--- config.mk ---
export PLATFORM = sky130hd
export DESIGN_NAME = can_fault_conf
export DESIGN_NICKNAME = d
export VERILOG_FILES = /design/src/rtl/can_fc_pkg.sv /design/src/rtl/fc_err_counter.sv /design/src/rtl/fc_state_fsm.sv /design/src/rtl/fc_warn_cmp.sv /design/src/rtl/can_fault_conf.sv
export SDC_FILE = /design/constraint.sdc
export NUM_CORES = 1
export LEC_CHECK = 0
export BUFFER_PORTS_ARGS = -buffer_cell sky130_fd_sc_hd__buf_2
export CAP_MARGIN = 40
export CELL_PAD_IN_SITES_DETAIL_PLACEMENT = 0
export CELL_PAD_IN_SITES_GLOBAL_PLACEMENT = 1
export CORE_MARGIN = 2
export CORE_UTILIZATION = 37
export CTS_BUF_LIST = sky130_fd_sc_hd__clkbuf_4 sky130_fd_sc_hd__clkbuf_8
export DETAILED_ROUTE_END_ITERATION = 10
export HOLD_SLACK_MARGIN = 0.08
export PLACE_DENSITY_LB_ADDON = 0.1
export SYNTH_ARGS = -nofsm -noshare
export SYNTH_HDL_FRONTEND = slang
export SYNTH_SLANG_ARGS = --single-unit
--- constraint.sdc ---
create_clock -name clk -period 3.03 [get_ports clk]
set_input_delay 0.4545 -clock clk [delete_from_list [all_inputs] [get_ports clk]]
set_output_delay 0.4545 -clock clk [all_outputs]
set_load 0.03 [all_outputs]
--- src/rtl/can_fc_pkg.sv ---
package can_fc_pkg;

    typedef enum logic [1:0] {
        FC_ACTIVE  = 2'b00,
        FC_PASSIVE = 2'b01,
        FC_BUSOFF  = 2'b10
    } fc_state_e;

endpackage

--- src/rtl/fc_err_counter.sv ---
// Saturating error counter with load, hold and clear.
// Priority: clear, hold, load, then the increment/decrement pair.
module fc_err_counter #(
    parameter int CNT_W    = 9,
    parameter int WR_W     = 8,
    parameter int INC_STEP = 8
) (
    input  logic             clk,
    input  logic             rst_n,
    input  logic             clr,
    input  logic             hold,
    input  logic             ld,
    input  logic [WR_W-1:0]  ld_val,
    input  logic             inc,
    input  logic             dec,
    output logic [CNT_W-1:0] cnt_q,
    output logic [CNT_W-1:0] cnt_d
);
    localparam int SUM_W   = CNT_W + 1;
    localparam int CNT_MAX = (1 << CNT_W) - 1;

    logic [SUM_W-1:0] sum_inc;
    logic [SUM_W-1:0] sum_sat;
    logic [SUM_W-1:0] sum_fin;

    // increment first (with saturation), then decrement with floor at zero
    always_comb begin
        sum_inc = {1'b0, cnt_q} + (inc ? SUM_W'(INC_STEP) : '0);
        sum_sat = (sum_inc > SUM_W'(CNT_MAX)) ? SUM_W'(CNT_MAX) : sum_inc;
        sum_fin = (dec && (sum_sat != '0)) ? sum_sat - SUM_W'(1) : sum_sat;
    end

    always_comb begin
        if (clr) begin
            cnt_d = '0;
        end else if (hold) begin
            cnt_d = cnt_q;
        end else if (ld) begin
            cnt_d = CNT_W'(ld_val);
        end else begin
            cnt_d = sum_fin[CNT_W-1:0];
        end
    end

    always_ff @(posedge clk or negedge rst_n) begin
        if (!rst_n) begin
            cnt_q <= '0;
        end else begin
            cnt_q <= cnt_d;
        end
    end

endmodule

--- src/rtl/fc_state_fsm.sv ---
// Confinement state machine, evaluated on the counters' next values.
module fc_state_fsm
    import can_fc_pkg::*;
#(
    parameter int CNT_W   = 9,
    parameter int PAS_LIM = 127,
    parameter int OFF_LIM = 255
) (
    input  logic             clk,
    input  logic             rst_n,
    input  logic [CNT_W-1:0] tec_d,
    input  logic [CNT_W-1:0] rec_d,
    input  logic             recov_done,
    output logic [1:0]       conf_state,
    output logic             bus_off,
    output logic             sw_access
);
    fc_state_e state_q;
    fc_state_e state_d;
    logic      go_off;
    logic      go_pas;

    always_comb begin
        go_off = (tec_d > CNT_W'(OFF_LIM));
        go_pas = (tec_d > CNT_W'(PAS_LIM)) || (rec_d > CNT_W'(PAS_LIM));
    end

    always_comb begin
        state_d = state_q;
        unique case (state_q)
            FC_ACTIVE: begin
                if (go_off)      state_d = FC_BUSOFF;
                else if (go_pas) state_d = FC_PASSIVE;
            end
            FC_PASSIVE: begin
                if (go_off)       state_d = FC_BUSOFF;
                else if (!go_pas) state_d = FC_ACTIVE;
            end
            FC_BUSOFF: begin
                if (recov_done) state_d = FC_ACTIVE;
            end
            default: state_d = FC_ACTIVE;
        endcase
    end

    always_ff @(posedge clk or negedge rst_n) begin
        if (!rst_n) begin
            state_q <= FC_ACTIVE;
        end else begin
            state_q <= state_d;
        end
    end

    always_comb begin
        conf_state = state_q;
        bus_off    = (state_q == FC_BUSOFF);
        sw_access  = (state_q != FC_BUSOFF);
    end

endmodule

--- src/rtl/fc_warn_cmp.sv ---
// Error-count-exceeded flag with selectable threshold.
module fc_warn_cmp #(
    parameter int CNT_W   = 9,
    parameter int WARN_LO = 95,
    parameter int WARN_HI = 127
) (
    input  logic [CNT_W-1:0] tec,
    input  logic [CNT_W-1:0] rec,
    input  logic             warn_sel,
    output logic             warn
);
    localparam int N_CNT = 2;

    logic [CNT_W-1:0] thr;
    logic [CNT_W-1:0] cnt_arr [N_CNT];
    logic [N_CNT-1:0] over;

    assign thr        = warn_sel ? CNT_W'(WARN_HI) : CNT_W'(WARN_LO);
    assign cnt_arr[0] = tec;
    assign cnt_arr[1] = rec;

    for (genvar gi = 0; gi < N_CNT; gi++) begin : g_cmp
        assign over[gi] = (cnt_arr[gi] > thr);
    end

    assign warn = |over;

endmodule

--- src/rtl/can_fault_conf.sv ---
module can_fault_conf #(
    parameter int CNT_W   = 9,
    parameter int WR_W    = 8,
    parameter int TX_STEP = 8,
    parameter int RX_STEP = 1,
    parameter int PAS_LIM = 127,
    parameter int OFF_LIM = 255,
    parameter int WARN_LO = 95,
    parameter int WARN_HI = 127
) (
    input  logic             clk,
    input  logic             rst_n,
    input  logic             tx_err,
    input  logic             tx_ok,
    input  logic             rx_err,
    input  logic             rx_ok,
    input  logic             sw_wr,
    input  logic [WR_W-1:0]  sw_tec,
    input  logic [WR_W-1:0]  sw_rec,
    input  logic             warn_sel,
    input  logic             recov_done,
    output logic [CNT_W-1:0] tec,
    output logic [CNT_W-1:0] rec,
    output logic [1:0]       conf_state,
    output logic             bus_off,
    output logic             sw_access,
    output logic             warn
);
    logic             cnt_clr;
    logic             cnt_hold;
    logic             cnt_ld;
    logic [CNT_W-1:0] tec_d;
    logic [CNT_W-1:0] rec_d;

    // bus off freezes counters; a recovery pulse there clears them
    assign cnt_clr  = bus_off & recov_done;
    assign cnt_hold = bus_off & ~recov_done;
    assign cnt_ld   = sw_wr & sw_access;

    fc_err_counter #(
        .CNT_W(CNT_W), .WR_W(WR_W), .INC_STEP(TX_STEP)
    ) u_tec (
        .clk(clk), .rst_n(rst_n),
        .clr(cnt_clr), .hold(cnt_hold), .ld(cnt_ld), .ld_val(sw_tec),
        .inc(tx_err), .dec(tx_ok),
        .cnt_q(tec), .cnt_d(tec_d)
    );

    fc_err_counter #(
        .CNT_W(CNT_W), .WR_W(WR_W), .INC_STEP(RX_STEP)
    ) u_rec (
        .clk(clk), .rst_n(rst_n),
        .clr(cnt_clr), .hold(cnt_hold), .ld(cnt_ld), .ld_val(sw_rec),
        .inc(rx_err), .dec(rx_ok),
        .cnt_q(rec), .cnt_d(rec_d)
    );

    fc_state_fsm #(
        .CNT_W(CNT_W), .PAS_LIM(PAS_LIM), .OFF_LIM(OFF_LIM)
    ) u_fsm (
        .clk(clk), .rst_n(rst_n),
        .tec_d(tec_d), .rec_d(rec_d), .recov_done(recov_done),
        .conf_state(conf_state), .bus_off(bus_off), .sw_access(sw_access)
    );

    fc_warn_cmp #(
        .CNT_W(CNT_W), .WARN_LO(WARN_LO), .WARN_HI(WARN_HI)
    ) u_warn (
        .tec(tec), .rec(rec), .warn_sel(warn_sel), .warn(warn)
    );

endmodule

==> results.ini, run 1 <==
[outcome]
outcome = complete, no violations

[clocking]
htreeDepth = 1
root_buffer = clkbuf_8
cts_tree = built
clock_latency_ns = 0.26
holdBufCountCts = 0
cts_buffers = 3
clk_pin_slew_ns = 0.08
clk_path_buf_depth = 2
numClockSinks = 20

[timing]
layout_setup_ws_ns = 0.190
slew_violations = 0
post-route-min-period_ns = 2.84
post-route-period-util = 0.937
worst_pin_slew_ns = 0.695
clock.fmax_mhz = 352
relSlewSlack = 0.532
fin_skew_ns = 0.00415
finalHoldViolCount = 0
setup_tns_ns = 0
whs_ns = 0.146
setup_viol = 0

[detailed_routing]
drc = 0
drtIter0Drc = 107
finalWirelength_mm = 5.74
post_drt_wl_per_cell_um = 16.3
first_pass_iters = 4
vias = 1990
postRouteAntennaNets = 0
via_per_inst = 5.64

[logic_synthesis]
seq_area_frac_synth = 0.257
synth_commonest_cells = 23 x nand2_1, 20 x dfrtp_1, 15 x o21ai_0, 14 x nor2_1
synth_seq_cells = 20
postSynthAreaPerCell_um2 = 8.40
syn_nets = 264
syn_area_um2 = 1950
yosys_warnings = 0
synth_cell_types = 63
yosysMostFrequentCell = nand2_1
ys_async_sr_fraction = 1.00
synth_edf_count = 0
synth_top_area_share = 0.257
synth_flop_cell = dfrtp_1
yosys.area.top_type = dfrtp_1
synth_area_leaders = dfrtp_1 26%, ha_1 4.5%, nand2_1 4.4%
syn_inst = 232

[cells_and_area]
syn_to_final_growth_pct = 20.6
drive_gt1_frac = 0.297
layout.nets = 316
finalCoreUtilization = 0.460
fillers = 545
final_area_um2 = 2350
multi_input_area_um2 = 1340
fin_cells = 353
n_antenna_cell = 0
register_area_um2 = 502

[floorplan]
io_pins = 48
dieWidth_um = 76.6
initial_core_util = 0.381
core-area_um2 = 5110
rows = 26
die_area_um2 = 5860
die_y_um = 76.6

[power_and_ir_drop]
p_clk_frac = 0.153
power_switching_mw = 0.585
p_int_mw = 0.682
leakage_nw = 1.00
peakVddDrop_v = 0.000222
p_seq_frac = 0.322
p_sw_frac = 0.462
p_per_area_nw_per_um2 = 540
power.total_mw = 1.27
combPwrFrac = 0.525

[placement]
port_buffers = 47
placed_cells = 348
gp_congestion = 0.809
placed_area_um2 = 2270
post-place-ws_ns = -0.0485
dp_hpwl_mm = 4.36

[grt]
grt_max_degree = 32
grt_antenna_before_repair = 0
grt_pass1_vias = 1869
grt_overflow = 0
grt_pass1_wl_mm = 9.65
grt_usage = 0.200

[setup_path]
critPathCaptureType = flop
crit_required_ns = 3.21
critical_path_class = reg -> reg
critPathLaunch = u_tec.cnt_q[3]
worstReg2RegStart = u_tec.cnt_q[3]
worstPathArrival_ns = 3.02
crit_fanout = 4
worst_setup_path_start_kind = flop

[min_path]
hold_class = in -> async

[job]
drv_cap = 0

-- repair_timing --
action | CTS | global route
setup buffers | 0 | 1
setup endpoints to repair | 0 | 6
hold endpoints to repair | 0 | 0
gates resized for setup | 0 | 5
-- worst paths after layout --
check	endpoint	cells past startpoint	slack (ns)
max in group asynchronous	u_tec.cnt_q[3]	1	2.53
worst min register to register	u_fsm.conf_state[1]	1	0.51
worst max-delay path	u_tec.cnt_q[1]	12	0.19
worst max register to register	u_tec.cnt_q[1]	12	0.19
min in group clk	u_rec.cnt_q[6]	3	0.45
worst min-delay path	u_tec.cnt_q[6]	1	0.15
-- flip-flops by register name (all words and copies together) (netlist names) --
register          cells
u_tec.cnt_q           9
u_rec.cnt_q           9
u_fsm.conf_state      2
-- metal layers --
| metal | share of wire | routed length (µm) | track usage |
|---|---|---|---|
| met5 | 0 | 0 | 0 |
| met3 | 0.046 | 263 | 0.0344 |
| met1 | 0.50 | 2850 | 0.304 |
| met4 | 0.0014 | 8 | 0.0200 |
| met2 | 0.46 | 2610 | 0.307 |
-- kinds of logic after synthesis --
| family | after synthesis | share of synthesized area |
|---|---|---|
| xor+xnor | 12 | 0.0539 |
| fa+ha+maj | 7 | 0.0450 |
| compound gates | 72 | 0.269 |
| flops | 20 | 0.257 |
| mux | 3 | 0.0180 |
| buf+inv | 22 | 0.0681 |
| simple gates | 96 | 0.289 |
-- critical path, cell delays in order, from the launching register on --
cell and delay [ns]:
dfrtp_2 0.42, ha_2 0.18, ha_1 0.19, nand2_1 0.09, and2b_2 0.26, nor2_4 0.09, ha_1 0.14, inv_1 0.07
nor3_4 0.16, nand3_2 0.14, o41ai_4 0.47, mux2_2 0.38, o21ai_0 0.16
-- cell type report --
type / count / area share
flip-flops and latches: 20 / 0.214
multi-input cells: 190 / 0.572
repair buffers: 60 / 0.142
inverters: 9 / 0.0144
well taps: 70 / 0.0373
clock buffers: 4 / 0.0208
-- cells in the final DEF (no fill, tap or decap), types with 3 or more instances in the layout --
cell / count
buf_2: 47
nand2_1: 23
dfrtp_1: 19
o21ai_0: 15
buf_4: 13
a21oi_1: 12
nand3_1: 12
nor2_1: 12
and3_1: 9
a31oi_1: 9
inv_1: 8
nand2b_1: 7
xor2_1: 7
ha_1: 6
nor3_1: 5
xnor2_1: 5
o22ai_1: 4
a211oi_1: 4
o211ai_1: 3
o311ai_0: 3
nor3b_1: 3
clkbuf_8: 3
-- power groups by stage --
stage	Combinational, mW	Sequential (mW)	Clock (mW)
2_1_floorplan	0.394	0.482	0
3_3_place_gp	0.661	0.414	0
6_report	0.665	0.408	0.194
3_5_place_dp	0.657	0.412	0
4_1_cts	0.661	0.407	0.200
5_1_grt	0.732	0.419	0.214
(Power assumes the default switching activity.)
==> run 2: changes to the inputs <==
--- a/config.mk
+++ b/config.mk
@@ -11,9 +11,9 @@
 export CELL_PAD_IN_SITES_GLOBAL_PLACEMENT = 1
 export CORE_MARGIN = 2
 export CORE_UTILIZATION = 37
-export CTS_BUF_LIST = sky130_fd_sc_hd__clkbuf_4 sky130_fd_sc_hd__clkbuf_8
+export CTS_BUF_LIST = sky130_fd_sc_hd__clkbuf_8
 export DETAILED_ROUTE_END_ITERATION = 10
-export HOLD_SLACK_MARGIN = 0.08
+export HOLD_SLACK_MARGIN = 0.15
 export PLACE_DENSITY_LB_ADDON = 0.1
 export SYNTH_ARGS = -nofsm -noshare
 export SYNTH_HDL_FRONTEND = slang
==> run 2 against run 1 <==
  * Clock power fell by 5%
  * Via count fell by 0.85%
  * Die area did not move
  * Sequential power barely moved
  * Total power fell by 0.79%
  * Fmax barely moved
  * Cell count did not move
  * Critical path depth did not move
  * Critical path type unchanged
==> results.ini, run 2 (synthesis results as in run 1) <==
[setup_path]
slowest_stage = o41ai_4
slowest_delay_ns = 0.47  ; about the same
worstPathArrival_ns = 3.02  ; about the same
r2r_end = u_tec.cnt_q[1]
cp_common_cell = ha_1
path_buf_inv = 1  ; unchanged
crit_required_ns = 3.21  ; about the same
critPathCaptureType = flop
critical_path_class = reg -> reg
critPathTopFamily = simple AND/OR/NAND/NOR gates
worstPathCellList = ha_2, ha_1, nand2_1, and2b_2, nor2_4, ha_1, inv_1, nor3_4, nand3_2, o41ai_4, mux2_2, o21ai_0
crit_fanout = 4  ; unchanged
r2r_cells = 12  ; unchanged
worstReg2RegStart = u_tec.cnt_q[3]
worst_setup_path_start_kind = flop
rrSetupSlack_ns = 0.19  ; about the same

[power_and_ir_drop]
power.total_mw = 1.26  ; -0.79%
p_per_area_nw_per_um2 = 536  ; -0.63%
leakage_nw = 1.00  ; about the same
peakVddDrop_v = 0.000223  ; about the same

[floorplan]
dieWidth_um = 76.6  ; unchanged
core-area_um2 = 5110  ; unchanged
rows = 26  ; unchanged
die_area_um2 = 5860  ; unchanged
initial_core_util = 0.381  ; unchanged
die_y_um = 76.6  ; unchanged
io_pins = 48  ; unchanged

[cells_and_area]
fillers = 544  ; -0.18%
layout.nets = 316  ; unchanged
n_antenna_cell = 0  ; unchanged
layout_common_cells = 47 x buf_2, 23 x nand2_1, 19 x dfrtp_1
drive_gt1_frac = 0.293  ; -0.00353
finalCoreUtilization = 0.459  ; -0.000735
final_common_cell = buf_2
syn_to_final_growth_pct = 20.4
multi_input_area_um2 = 1340  ; unchanged
register_area_um2 = 502  ; unchanged
final_area_um2 = 2340  ; -0.16%

[clocking]
cts_buffers = 3  ; unchanged
numClockSinks = 20  ; unchanged
htreeDepth = 1  ; unchanged
root_buffer = clkbuf_8
clk_pin_slew_ns = 0.08  ; about the same
clock_latency_ns = 0.26  ; about the same
cts_tree = built
clk_path_buf_depth = 2  ; unchanged

[placement]
dp_hpwl_mm = 4.36  ; unchanged
gp_congestion = 0.809  ; unchanged
post-place-ws_ns = -0.0485  ; unchanged
port_buffers = 47  ; unchanged
placed_area_um2 = 2270  ; unchanged

[timing]
setup_viol = 0  ; unchanged
post-route-min-period_ns = 2.84  ; +0.000853 ns
layout_setup_ws_ns = 0.189  ; -0.000853 ns
worst_pin_slew_ns = 0.697  ; +0.00219 ns
post-route-period-util = 0.938  ; about the same
fin_skew_ns = 0.00187  ; -0.00228 ns
slew_violations = 0  ; unchanged
relSlewSlack = 0.531  ; -0.00147
clock.fmax_mhz = 352  ; about the same
finalHoldViolCount = 0  ; unchanged
whs_ns = 0.141  ; -0.00426 ns

[detailed_routing]
drtIter0Drc = 106  ; -0.93%
finalWirelength_mm = 5.75  ; +0.21%
via_per_inst = 5.59  ; -0.85%
first_pass_iters = 4  ; unchanged
post_drt_wl_per_cell_um = 16.3  ; +0.21%
postRouteAntennaNets = 0  ; unchanged
drc = 0  ; unchanged
vias = 1973  ; -0.85%

[grt]
grt_max_degree = 32  ; unchanged
grt_pass1_vias = 1869  ; unchanged
grt_overflow = 0  ; unchanged
grt_usage = 0.200  ; unchanged
grt_antenna_before_repair = 0  ; unchanged
grt_pass1_wl_mm = 9.65  ; unchanged

[job]
drv_cap = 0  ; unchanged

[outcome]
outcome = complete, no violations

[min_path]
hold_class = in -> async

-- run 2: worst max path at each step --
stage,start,end,cells after the start
detailed placement,tx_err,u_tec.cnt_q[1],13
floorplan,u_tec.cnt_q[3],u_tec.cnt_q[1],12
global route,u_tec.cnt_q[3],u_tec.cnt_q[3],14
finish,u_tec.cnt_q[3],u_tec.cnt_q[1],12
CTS,u_tec.cnt_q[3],u_tec.cnt_q[1],12
global placement,tx_err,u_tec.cnt_q[3],15
-- run 2: per-layer routing --
metal  global-route usage  up-vias  share of wire
li1                     -      978              -
met1                0.304      940           0.50
met2                0.307       53           0.45
met3               0.0344        2          0.046
met4               0.0200        0         0.0014
met5                    0        -              0
-- run 2: power by group --
| part | switching [mW] | total, mW | internal (mW) |
|---|---|---|---|
| clock | 0.0943 | 0.185 | 0.0904 |
| sequential | 0.0900 | 0.408 | 0.318 |
| combinational | 0.403 | 0.665 | 0.261 |
-- run 2: stage by stage --
step | setup TNS (ns) | std cells
floorplan | 0 | 232
global placement | 0 | 348
detailed placement | -0.111 | 348
CTS | 0 | 352
global route | -0.0101 | 353
finish | 0 | 353
-- run 2: what timing repair did --
action,CTS,global route
hold buffers,0,0
setup buffers,0,1
endpoints found under the setup margin,0,6
resized for setup,0,5
-- run 2: cell type report --
| class | count | area share |
|---|---|---|
| multi-input cells | 190 | 0.573 |
| well taps | 70 | 0.0374 |
| flip-flops and latches | 20 | 0.214 |
| clock buffers | 3 | 0.0176 |
| repair buffers | 60 | 0.142 |
| inverters | 9 | 0.0144 |
| clock inverters | 1 | 0.00160 |
==> run 3: changes to the inputs <==
--- a/config.mk
+++ b/config.mk
@@ -10,8 +10,7 @@
 export CELL_PAD_IN_SITES_DETAIL_PLACEMENT = 0
 export CELL_PAD_IN_SITES_GLOBAL_PLACEMENT = 1
 export CORE_MARGIN = 2
-export CORE_UTILIZATION = 37
-export CTS_BUF_LIST = sky130_fd_sc_hd__clkbuf_8
+export CORE_UTILIZATION = 36
 export DETAILED_ROUTE_END_ITERATION = 10
 export HOLD_SLACK_MARGIN = 0.15
 export PLACE_DENSITY_LB_ADDON = 0.1
==> run 3 against run 2 <==
  * Cell area is 0.37% higher
  * Routed wire length down 1.7%
  * Fmax up 1.0%
  * First-iteration DRC count down 10%
  * Critical endpoint is now u_tec.cnt_q[0]
  * Largest cell class unchanged
  * Largest power group unchanged
  * Highest routed layer unchanged
==> results.ini, run 3 (synthesis results as in run 1) <==
[outcome]
outcome = complete, no violations

[setup_path]
slowest_delay_ns = 0.42  ; -0.05 ns
crit_fanout = 4  ; unchanged
worstPathArrival_ns = 3.00  ; -0.02 ns
cp_common_cell = ha_2
slowest_stage = dfrtp_2
worstPathCellList = ha_2, ha_2, nand2_2, and2b_2, nor2_4, ha_1, inv_1, nor3_2, nand3_2, o41ai_4, buf_4, xor2_1, nand2_1, a31oi_1
critPathCaptureType = flop
r2r_cells = 14  ; +2
worst_setup_path_start_kind = flop
crit_required_ns = 3.22  ; about the same
critical_path_class = reg -> reg

[grt]
grt_pass1_vias = 1901  ; +1.7%
grt_max_degree = 32  ; unchanged
grt_antenna_before_repair = 0  ; unchanged
grt_pass1_wl_mm = 9.53  ; -1.2%
grt_overflow = 0  ; unchanged
grt_usage = 0.197  ; -0.00350

[timing]
post-route-period-util = 0.928  ; -0.00930
clock.fmax_mhz = 356  ; +1.0%
fin_skew_ns = 0.00246  ; +0.000599 ns
finalHoldViolCount = 0  ; unchanged
whs_ns = 0.147  ; +0.00542 ns
worst_pin_slew_ns = 0.729  ; +0.0316 ns
post-route-min-period_ns = 2.81  ; -0.0282 ns
slew_violations = 0  ; unchanged
relSlewSlack = 0.510  ; -0.0212
rsz0062_at_grt = no
setup_viol = 0  ; unchanged

[clocking]
clock_latency_ns = 0.26  ; about the same
htreeDepth = 1  ; unchanged
numClockSinks = 20  ; unchanged
root_buffer = clkbuf_8
cts_tree = built
clk_pin_slew_ns = 0.08  ; about the same
clk_path_buf_depth = 2  ; unchanged
cts_buffers = 3  ; unchanged

[cells_and_area]
register_area_um2 = 502  ; unchanged
drive_gt1_frac = 0.304  ; +0.0106
fillers = 547  ; +0.55%
syn_to_final_growth_pct = 20.8
layout.nets = 316  ; unchanged
n_antenna_cell = 0  ; unchanged
multi_input_area_um2 = 1340  ; about the same
layout_common_cells = 47 x buf_2, 22 x nand2_1, 19 x dfrtp_1
final_common_cell = buf_2

[min_path]
hold_class = in -> async

[power_and_ir_drop]
peakVddDrop_v = 0.000253  ; +14%
p_per_area_nw_per_um2 = 544  ; +1.5%
p_int_mw = 0.695  ; +3.8%
p_clk_frac = 0.162  ; +0.015
power_switching_mw = 0.585  ; -0.36%
leakage_nw = 1.00  ; about the same
p_sw_frac = 0.457  ; -0.0102
power.total_mw = 1.28  ; +1.9%
combPwrFrac = 0.515  ; -0.014
p_seq_frac = 0.323  ; -0.002

[detailed_routing]
vias = 1967  ; -0.30%
drc = 0  ; unchanged
drtIter0Drc = 95  ; -10%
first_pass_iters = 4  ; unchanged
postRouteAntennaNets = 0  ; unchanged
post_drt_wl_per_cell_um = 16.0  ; -1.7%
finalWirelength_mm = 5.65  ; -1.7%
via_per_inst = 5.57  ; -0.30%

[job]
drv_cap = 0  ; unchanged

[floorplan]
die_area_um2 = 6020  ; +2.6%
rows = 26  ; unchanged
dieWidth_um = 77.6  ; +1.3%
io_pins = 48  ; unchanged
core-area_um2 = 5170  ; +1.3%
initial_core_util = 0.377  ; -0.00480
die_y_um = 77.6  ; +1.3%

[placement]
gp_congestion = 0.850  ; +5.1%
dp_hpwl_mm = 4.42  ; +1.4%
port_buffers = 47  ; unchanged

[run 3: cell types whose count changed in the layout (fill, tap and decap cells not counted), sizes merged]
cell    previous run  this run
clkbuf             3         4
inv                9         8
[run 3: path summary, 6_finish.rpt]
kind,startpoint,slack (ns),to
worst max-delay path,u_tec.cnt_q[3],0.22,u_tec.cnt_q[0]
worst min-delay path,rst_n,0.15,u_tec.cnt_q[6]
worst max register to register,u_tec.cnt_q[3],0.22,u_tec.cnt_q[0]
worst min register to register,u_fsm.conf_state[1],0.51,u_fsm.conf_state[1]
max in group asynchronous,rst_n,2.53,u_tec.cnt_q[3]
min in group clk,sw_tec[0],0.46,u_tec.cnt_q[0]
[run 3: per-layer routing]
metal,track usage,vias to the layer above,routed length (µm)
li1,-,975,-
met1,0.287,923,2820
met2,0.304,63,2460
met3,0.0395,6,321
met4,0.0339,0,50
met5,0,-,0
[run 3: through the flow]
stage          area (µm²)  std cells  worst slack, ns   TNS (ns)   util
4_1_cts              2330        352            0.142          0  0.450
3_5_place_dp         2270        348        -0.000882  -0.000882  0.439
2_1_floorplan        1960        232           0.0195          0      -
6_report             2350        353            0.217          0  0.455
5_1_grt              2350        353          0.00432          0  0.455
3_3_place_gp         2270        348           0.0593          0  0.439
[run 3: layout make-up]
class / instances / share of cell area
inverters: 9 / 0.0144
repair buffers: 60 / 0.141
multi-input cells: 190 / 0.570
clock buffers: 4 / 0.0234
well taps: 70 / 0.0372
flip-flops and latches: 20 / 0.213
[run 3: timing repair]
action / CTS / global route
hold buffers: 0 / 0
buffers inserted: 0 / 1
hold endpoints to repair: 0 / 0
endpoints found under the setup margin: 0 / 5
gates resized for setup: 0 / 6
[run 3: worst max-delay path: cells and delay by family (launching register included)]
kind / cells / cell delay [ns]
buffers and inverters: 2 / 0.26
adder cells (fa/ha/maj): 3 / 0.50
XOR/XNOR: 1 / 0.14
flip-flops: 1 / 0.42
AND/OR/NAND/NOR: 6 / 0.87
AO/OA/AOI/OAI: 2 / 0.56
[run 3: power groups by stage]
stage,Combinational (mW),Clock (mW),Sequential [mW]
floorplan,0.394,0,0.482
global placement,0.657,0,0.418
detailed placement,0.651,0,0.418
CTS,0.654,0.212,0.412
global route,0.726,0.226,0.426
finish,0.660,0.207,0.414
